==> src/rtl/ffc_pkg.sv <==
package ffc_pkg;
  typedef enum logic [2:0] {
    ST_IDLE,
    ST_WR_A,
    ST_RD_A,
    ST_WR_B,
    ST_RD_B,
    ST_FIN
  } ffc_state_e;
endpackage

==> src/rtl/ffc_timer.sv <==
module ffc_timer #(
  parameter int TIMEOUT_CYC = 16
) (
  input  logic clk,
  input  logic rst_n,
  input  logic active_i,
  input  logic ready_i,
  output logic hs_o,
  output logic timeout_o
);
  localparam int CW = $clog2(TIMEOUT_CYC + 1);

  logic [CW-1:0] wait_q;

  assign hs_o      = active_i && ready_i;
  assign timeout_o = active_i && !ready_i && (wait_q == CW'(TIMEOUT_CYC - 1));

  always_ff @(posedge clk or negedge rst_n) begin
    if (!rst_n) begin
      wait_q <= '0;
    end else if (!active_i || ready_i || timeout_o) begin
      wait_q <= '0;
    end else begin
      wait_q <= wait_q + 1'b1;
    end
  end
endmodule

==> src/rtl/ffc_seq.sv <==
module ffc_seq
  import ffc_pkg::*;
#(
  parameter int NUM_GROUPS = 4,
  parameter int DATA_W     = 8,
  parameter int ADDR_W     = 8,
  parameter int BASE_ADDR  = 16,
  parameter int GW         = 2
) (
  input  logic              clk,
  input  logic              rst_n,
  input  logic              start_i,
  input  logic [DATA_W-1:0] pattern_i,
  input  logic              acc_hs_i,
  input  logic              acc_to_i,
  input  logic [DATA_W-1:0] rdata_i,
  output logic [ADDR_W-1:0] addr_o,
  output logic [DATA_W-1:0] wdata_o,
  output logic              we_o,
  output logic              re_o,
  output logic              busy_o,
  output logic              done_o,
  output logic              run_clear_o,
  output logic              cmp_fire_o,
  output logic              cmp_differ_o,
  output logic [GW-1:0]     grp_o
);
  localparam logic [ADDR_W-1:0] BASE = ADDR_W'(BASE_ADDR);
  localparam logic [GW-1:0]     LAST = GW'(NUM_GROUPS - 1);

  function automatic logic [DATA_W-1:0] flip_word(input logic [DATA_W-1:0] w);
    return ~w;
  endfunction

  function automatic logic reads_differ(input logic [DATA_W-1:0] a,
                                        input logic [DATA_W-1:0] b);
    return |(a ^ b);
  endfunction

  ffc_state_e        state_q;
  logic [GW-1:0]     grp_q;
  logic [DATA_W-1:0] pat_q;
  logic [DATA_W-1:0] rd_a_q;

  assign we_o         = (state_q == ST_WR_A) || (state_q == ST_WR_B);
  assign re_o         = (state_q == ST_RD_A) || (state_q == ST_RD_B);
  assign wdata_o      = (state_q == ST_WR_B) ? flip_word(pat_q) : pat_q;
  assign addr_o       = BASE + ADDR_W'(grp_q);
  assign busy_o       = (state_q != ST_IDLE);
  assign done_o       = (state_q == ST_FIN);
  assign run_clear_o  = (state_q == ST_IDLE) && start_i;
  assign cmp_fire_o   = (state_q == ST_RD_B) && acc_hs_i;
  assign cmp_differ_o = reads_differ(rd_a_q, rdata_i);
  assign grp_o        = grp_q;

  always_ff @(posedge clk or negedge rst_n) begin
    if (!rst_n) begin
      state_q <= ST_IDLE;
      grp_q   <= '0;
      pat_q   <= '0;
      rd_a_q  <= '0;
    end else begin
      unique case (state_q)
        ST_IDLE: begin
          if (start_i) begin
            pat_q   <= pattern_i;
            grp_q   <= '0;
            state_q <= ST_WR_A;
          end
        end
        ST_WR_A: begin
          if (acc_to_i)      state_q <= ST_FIN;
          else if (acc_hs_i) state_q <= ST_RD_A;
        end
        ST_RD_A: begin
          if (acc_to_i) begin
            state_q <= ST_FIN;
          end else if (acc_hs_i) begin
            rd_a_q  <= rdata_i;
            state_q <= ST_WR_B;
          end
        end
        ST_WR_B: begin
          if (acc_to_i)      state_q <= ST_FIN;
          else if (acc_hs_i) state_q <= ST_RD_B;
        end
        ST_RD_B: begin
          if (acc_to_i) begin
            state_q <= ST_FIN;
          end else if (acc_hs_i) begin
            if (grp_q == LAST) begin
              state_q <= ST_FIN;
            end else begin
              grp_q   <= grp_q + 1'b1;
              state_q <= ST_WR_A;
            end
          end
        end
        default: state_q <= ST_IDLE;
      endcase
    end
  end
endmodule

==> src/rtl/ffc_verdict.sv <==
module ffc_verdict #(
  parameter int NUM_GROUPS = 4,
  parameter int GW         = 2
) (
  input  logic                  clk,
  input  logic                  rst_n,
  input  logic                  clear_i,
  input  logic                  cmp_fire_i,
  input  logic                  cmp_differ_i,
  input  logic [GW-1:0]         grp_i,
  input  logic                  abort_i,
  input  logic                  finish_i,
  output logic [NUM_GROUPS-1:0] group_formed_o,
  output logic                  any_formed_o,
  output logic                  valid_o,
  output logic                  err_o
);
  logic [NUM_GROUPS-1:0] formed_q;
  logic                  any_q;
  logic                  valid_q;
  logic                  err_q;

  always_ff @(posedge clk or negedge rst_n) begin
    if (!rst_n) begin
      formed_q <= '0;
      any_q    <= 1'b0;
      valid_q  <= 1'b0;
      err_q    <= 1'b0;
    end else if (clear_i) begin
      formed_q <= '0;
      any_q    <= 1'b0;
      valid_q  <= 1'b0;
      err_q    <= 1'b0;
    end else begin
      if (cmp_fire_i) begin
        formed_q[grp_i] <= cmp_differ_i;
        if (cmp_differ_i) any_q <= 1'b1;
      end
      if (abort_i) err_q <= 1'b1;
      if (finish_i && !err_q) valid_q <= 1'b1;
    end
  end

  assign group_formed_o = valid_q ? formed_q : '0;
  assign any_formed_o   = valid_q && any_q;
  assign valid_o        = valid_q;
  assign err_o          = err_q;
endmodule

==> src/rtl/ffc_form_check.sv <==
module ffc_form_check #(
  parameter int NUM_GROUPS  = 4,
  parameter int DATA_W      = 8,
  parameter int ADDR_W      = 8,
  parameter int BASE_ADDR   = 16,
  parameter int TIMEOUT_CYC = 16
) (
  input  logic                  clk,
  input  logic                  rst_n,
  input  logic                  start_i,
  input  logic [DATA_W-1:0]     pattern_i,
  output logic [ADDR_W-1:0]     mem_addr_o,
  output logic [DATA_W-1:0]     mem_wdata_o,
  output logic                  mem_we_o,
  output logic                  mem_re_o,
  input  logic                  mem_ready_i,
  input  logic [DATA_W-1:0]     mem_rdata_i,
  output logic                  busy_o,
  output logic                  done_o,
  output logic                  verdict_valid_o,
  output logic [NUM_GROUPS-1:0] group_formed_o,
  output logic                  any_formed_o,
  output logic                  acc_err_o
);
  localparam int GW = (NUM_GROUPS > 1) ? $clog2(NUM_GROUPS) : 1;

  logic          acc_hs;
  logic          acc_to;
  logic          run_clear;
  logic          cmp_fire;
  logic          cmp_differ;
  logic [GW-1:0] cur_grp;

  ffc_timer #(.TIMEOUT_CYC(TIMEOUT_CYC)) u_timer (
    .clk      (clk),
    .rst_n    (rst_n),
    .active_i (mem_we_o || mem_re_o),
    .ready_i  (mem_ready_i),
    .hs_o     (acc_hs),
    .timeout_o(acc_to)
  );

  ffc_seq #(
    .NUM_GROUPS(NUM_GROUPS), .DATA_W(DATA_W), .ADDR_W(ADDR_W),
    .BASE_ADDR(BASE_ADDR), .GW(GW)
  ) u_seq (
    .clk         (clk),
    .rst_n       (rst_n),
    .start_i     (start_i),
    .pattern_i   (pattern_i),
    .acc_hs_i    (acc_hs),
    .acc_to_i    (acc_to),
    .rdata_i     (mem_rdata_i),
    .addr_o      (mem_addr_o),
    .wdata_o     (mem_wdata_o),
    .we_o        (mem_we_o),
    .re_o        (mem_re_o),
    .busy_o      (busy_o),
    .done_o      (done_o),
    .run_clear_o (run_clear),
    .cmp_fire_o  (cmp_fire),
    .cmp_differ_o(cmp_differ),
    .grp_o       (cur_grp)
  );

  ffc_verdict #(.NUM_GROUPS(NUM_GROUPS), .GW(GW)) u_verdict (
    .clk           (clk),
    .rst_n         (rst_n),
    .clear_i       (run_clear),
    .cmp_fire_i    (cmp_fire),
    .cmp_differ_i  (cmp_differ),
    .grp_i         (cur_grp),
    .abort_i       (acc_to),
    .finish_i      (done_o),
    .group_formed_o(group_formed_o),
    .any_formed_o  (any_formed_o),
    .valid_o       (verdict_valid_o),
    .err_o         (acc_err_o)
  );
endmodule

==> config.mk <==
export PLATFORM = sky130hd
export DESIGN_NAME = ffc_form_check
export DESIGN_NICKNAME = d
export VERILOG_FILES = /design/src/rtl/ffc_pkg.sv /design/src/rtl/ffc_timer.sv /design/src/rtl/ffc_seq.sv /design/src/rtl/ffc_verdict.sv /design/src/rtl/ffc_form_check.sv
export SDC_FILE = /design/constraint.sdc
export NUM_CORES = 1
export LEC_CHECK = 0
export BUFFER_PORTS_ARGS = -buffer_cell sky130_fd_sc_hd__buf_2
export CORE_MARGIN = 5
export CORE_UTILIZATION = 52
export DETAILED_ROUTE_END_ITERATION = 8
export GPL_TIMING_DRIVEN = 0
export HOLD_SLACK_MARGIN = 0.08
export MAX_ROUTING_LAYER = met4
export PLACE_DENSITY = 0.88
export RECOVER_POWER = 50
export SLEW_MARGIN = 5
export SYNTH_ARGS = -nofsm -noshare
export SYNTH_HDL_FRONTEND = slang
export SYNTH_SLANG_ARGS = --single-unit
==> constraint.sdc <==
create_clock -name clk -period 4 [get_ports clk]
set_clock_uncertainty 0.2 [all_clocks]
set_input_delay 0.4 -clock clk [delete_from_list [all_inputs] [get_ports clk]]
set_output_delay 0.4 -clock clk [all_outputs]
set_load 0.01 [all_outputs]
* After elaboration in Yosys (flattened, before gate mapping)
Index checks and enable logic that the tools add are counted. Widths: inputs -> output; s select.
Word-level totals: output and inout port bits 27, register bits after elaboration 33, word-level logic and storage cells 92
Operators by class: multiplexer cells 31, reductions and logical operators 29, eq/ne operators 15, $add $sub $neg 3, order comparisons 2, bitwise gates (word level) 3
Operators with widths (number):
- $mux 3 | 10
- $pmux 3 s5 | 1
- $mux 4 | 3
- $ne 3x2->1 const B | 4
- $reduce_and 5->1 | 2
- $reduce_bool 2->1 | 5
- $logic_and 1x1->1 | 8
- $mux 1 | 8
- $mux 2 | 4
- $mux 8 | 1
- $not 8->8 | 1
- $reduce_or 8->1 | 1
- $xor 8x8->8 | 1
- $add 5x2->6 const A | 1
- $eq 3x2->1 const B | 2
- $eq 3x3->1 const B | 2
- $ne 2x2->1 const B | 3
- $add 5x1->5 const B | 1
- $eq 5x4->1 const B | 1
- $logic_or 1x1->1 | 5
- $mux 5 | 1
- $bwmux 4 | 1
- $pmux 2 s2 | 1
- $reduce_and 2->1 | 2
- other kinds (12) | 14

* Logic depth before layout (Yosys ltp)
depth in word-level cells 7, gate-level depth with buffers 7

* Cells and area by module
Synthesis repeated with hierarchy kept, for this count alone.
Unflattened totals: cells, all modules 165, area, all modules 1873.0 µm²
Modules (own cells, without submodules):
- ffc_seq | area an instance 1272.5 µm², cells an instance 110, seq. area each 525.5 µm², times used 1
- ffc_verdict | area an instance 341.6 µm², cells an instance 32, seq. area each 175.2 µm², times used 1
- ffc_timer | area an instance 252.7 µm², cells an instance 22, seq. area each 125.1 µm², times used 1
- ffc_form_check | area an instance 6.3 µm², cells an instance 1, seq. area each 0.0 µm², times used 1

* Least setup slack after synthesis
No wires, ideal clock.
path kind reg2reg, start point reg u_timer.wait_q[0], end point reg u_seq.state_q[2], clock period less this slack 1.995 ns, arrival time 1.664 ns, cell stages (with the launch flop) 8, path buffers 0, setup slack 2.005 ns, path through dfrtp_1 ha_1 and3_1 ha_1 nor2b_1 o21a_1 a211o_2 a21boi_0
On the way: cells in the longest elaborated chain, start to end 4
RTL lines:
- from (decl) | line ffc_timer.sv:13 | logic [CW-1:0] wait_q;
- from (signal assigned) | line ffc_timer.sv:24 | wait_q <= wait_q + 1'b1;
- $eq 5x4->1 (*) | line ffc_timer.sv:16 | assign timeout_o = active_i && !ready_i && (wait_q == CW'(TIMEOUT_CYC - 1));
- $logic_and 1x1->1 (*) | line ffc_timer.sv:16
- $ne 3x2->1 (no source line), or another cell as far along
- $reduce_and 5->1 (no source line) / $pmux 3 s5 (equally long branches)
- to (signal assigned) | line ffc_seq.sv:58 | state_q <= ST_IDLE;
- to (signal assigned) | line ffc_seq.sv:68 | state_q <= ST_WR_A;
- to (signal assigned) | line ffc_seq.sv:72 | if (acc_to_i) state_q <= ST_FIN;
- to (decl) | line ffc_seq.sv:40 | ffc_state_e state_q;
Mark *: on every way between the ends. The rest lies on a longest branch, timed or not. A chain may end at the register's enable or synchronous reset.

* Worst setup path after layout
start point reg u_seq.state_q[2], end point out mem_wdata_o[5]
On the way: cells in the longest elaborated chain, start to end 2
RTL lines:
- $eq 3x2->1 | line ffc_seq.sv:47 | assign wdata_o = (state_q == ST_WR_B) ? flip_word(pat_q) : pat_q;
- $mux 8 | line ffc_seq.sv:47
- to (decl) | line ffc_form_check.sv:13 | output logic [DATA_W-1:0] mem_wdata_o,
No other way between the ends.

==> flow_metrics.py <==
metrics = {
    "floorplanning": {
        "num_io_pins": 47,
        "start_util_pct": 53.0,
        "die_h_um": 68.1,
        "die_area_sq_mm": 0.00463,
        "rows": 21,
        "die_width_um": 68.1,
        "coreArea_sq_mm": 0.00331,
    },
    "route": {
        "drtPass1Iterations": 4,
        "vias": 1264,
        "drtAntennaViolNets": 0,
        "viasPerCell": 4.84,
        "post_drt_wl_per_cell_um": 12.6,
        "top_layer": "met4",
        "wl_met3_um": 253,
        "wl_met1_um": 1490,
        "wl_met2_um": 1520,
        "wl_um": 3300,
        "drt_iter0_drc": 24,
        "drc_errors": 0,
    },
    "layout": {
        "layout-drive-gt1-share_pct": 33.5,
        "filler_cell_count": 287,
        "fin_nets": 240,
        "multiInputGateArea_sq_um": 816,
        "final_cell_area_sq_mm": 0.00214,
        "synthToLayoutAreaGrowth_pct": 21.9,
        "antennaDiodeCount": 0,
        "regArea_sq_um": 826,
    },
    "power": {
        "p_leak_nw": 1.00,
        "total_power_w": 0.00144,
        "power_density_mw_per_mm2": 675,
        "vdd_drop_max_uv": 298,
    },
    "global_route": {
        "first_global_vias": 1210,
        "grt_pass1_wl_um": 5200,
        "grt_use_total_pct": 15.5,
        "gr-total-overflow": 0,
        "grt_max_degree": 34,
        "antenna_found_initial": 0,
    },
    "logic_synthesis": {
        "synth_top_area_cell": "dfrtp_1",
        "synth_top_area_share_pct": 47.1,
        "yosysMostFrequentCell": "dfrtp_1",
        "synth_flop_cell": "dfrtp_1",
        "synthArstFlopShare_pct": 100,
        "synth_area_per_cell_sq_um": 11.3,
        "ys_top_cells_by_area": "dfrtp_1 47%, mux2_2 10%, xnor2_1 9.0%, ha_1 4.3%, buf_4 3.4%",
        "syn-instance-count": 155,
        "synth_area_sq_mm": 0.00175,
        "synth_edf_count": 0,
        "synth_seq_area_share_pct": 47.1,
        "ys_seq_elements": 33,
        "synth.distinct_cells": 32,
        "synth_warnings": 0,
        "synth_common_cells": "33 x dfrtp_1, 18 x xnor2_1, 16 x mux2_2",
    },
    "placed_design": {
        "placed_cell_area_sq_mm": 0.00203,
        "dpl.hpwl_um": 2360,
        "routabilityCongestion": 0.758,
        "numPortBuffers": 40,
    },
    "setup_path": {
        "cp-end-kind": "primary output",
        "crit_required_ps": 3400,
        "r2r-start": "u_seq.state_q[2]",
        "start_kind": "register",
        "crit_path_end": "mem_wdata_o[5]",
        "path_class": "register to primary output",
        "cp.arrival_ps": 1740,
        "worst-r2r-setup-slack_ps": 1680,
        "critPathMaxFanout": 10,
        "r2r_cells": 5,
        "r2r-end": "u_seq.pat_q[1]",
        "critPathLaunch": "u_seq.state_q[2]",
    },
    "timing": {
        "hold_violations": 0,
        "post-route-period-util_pct": 58.4,
        "setup_violations": 0,
        "finalSetupTns_ps": 0,
        "rsz0062_at_grt": "no",
        "worst_pin_slew_ps": 1750,
        "maxSlewViolCount": 34,
        "timing.fmax_mhz": 428,
        "slew-limit-headroom_pct": -16.9,
        "post-route-min-period_ps": 2340,
    },
    "status": {
        "violations": "capacitance limit, slew limit",
        "status": "finished with violations",
    },
    "clock_network": {
        "cts.path.max_buffers": 2,
        "cts_made_buffers": 5,
        "clk_latency_ps": 340,
        "cts.sinks": 33,
        "cts_root_buf": "clkbuf_4",
        "clk_pin_slew_ps": 100,
        "cts.htree.levels": 2,
        "tritoncts": "built",
        "post_cts_resized": 0,
    },
    "min_path": {
        "hp-class": "input port to register",
        "hold_depth": 2,
    },
    "run": {
        "maxCapViolCount": 1,
    },
}
worst min path at each step:
stage	start	endpoint	slack (ps)
6_report	pattern_i[3]	u_seq.pat_q[3]	100
5_1_grt	mem_rdata_i[0]	u_seq.rd_a_q[0]	80
4_1_cts	pattern_i[5]	u_seq.pat_q[5]	80
3_5_place_dp	u_timer.wait_q[0]	u_timer.wait_q[0]	260
3_3_place_gp	u_timer.wait_q[0]	u_timer.wait_q[0]	250
2_1_floorplan	rst_n	u_seq.grp_o[0]	-100
kinds of logic (layout without fill, tap and decap cells):
family	Yosys count	after routing	share of synthesized area [%]
mux	17	17	10.9
fa+ha+maj	6	6	4.28
xor+xnor	19	19	9.49
other cells	2	6	0.428
buf+inv	20	76	6.99
simple gates	36	36	12.6
compound gates	22	22	8.27
flops	33	33	47.1
report_power, final:
| part | internal [W] | switching [W] |
|---|---|---|
| Sequential | 0.000468 | 0.000105 |
| Clock | 0.0000669 | 0.000113 |
| Combinational | 0.000359 | 0.000332 |
| Total | 0.000894 | 0.000550 |
routing by layer:
layer	GRT usage [%]	vias to the layer above
met5	-	-
met4	3.72	0
met3	5.91	4
met2	26.1	39
met1	17.4	589
li1	-	632
per-stage QoR:
stage,std cells,hold slack (ps),setup WS [ps],util [%]
floorplan,159,-95.6,2010,-
global placement,245,250,1930,61.2
detailed placement,245,261,1910,61.2
CTS,260,82.7,1660,64.9
global route,261,84.7,1330,64.6
finish,261,98.8,1660,64.6
flip-flops by register name (all words and copies together) (netlist names):
signal	count
u_seq.grp_o	2
u_seq.pat_q	8
u_seq.rd_a_q	8
u_seq.state_q	3
u_timer.wait_q	5
u_verdict.any_q	1
u_verdict.err_o	1
u_verdict.formed_q	4
u_verdict.valid_o	1
critical path, stage by stage (launching register included):
cell and delay (ps):
dfrtp_1 440, buf_2 200, nor2b_1 210, nand2_2 200, xnor2_1 190, buf_2 160
cell usage in the layout, fill, tap and decap left out, types with 3 or more instances in the layout:
cell type      instances
nor3_1                 4
conb_1                 6
inv_1                  8
a311oi_1               4
clkbuf_4               5
and2_1                 6
clkbuf_1               8
o21ai_0                6
dfrtp_1               33
xnor2_1               18
buf_2                 36
nor2b_1                3
nor2_1                12
buf_4                  8
mux2_2                16
a21oi_1                6
dlygate4sd3_1          8
ha_1                   6
what timing repair did:
action	4_1_cts	5_1_grt
hold endpoints to repair	39	1
endpoints found under the setup margin	0	0
buffers inserted	0	0
hold buffers	7	1
cell type report:
class | count | area share [%]
Clock inverter | 2 | 0.468
Buffer | 12 | 3.92
Sequential cell | 33 | 38.6
Inverter | 8 | 1.40
Timing Repair Buffer | 48 | 12.8
Clock buffer | 6 | 1.93
Tap cell | 46 | 2.69
Multi-Input combinational cell | 106 | 38.2
Power figures use the tool's default switching activity.
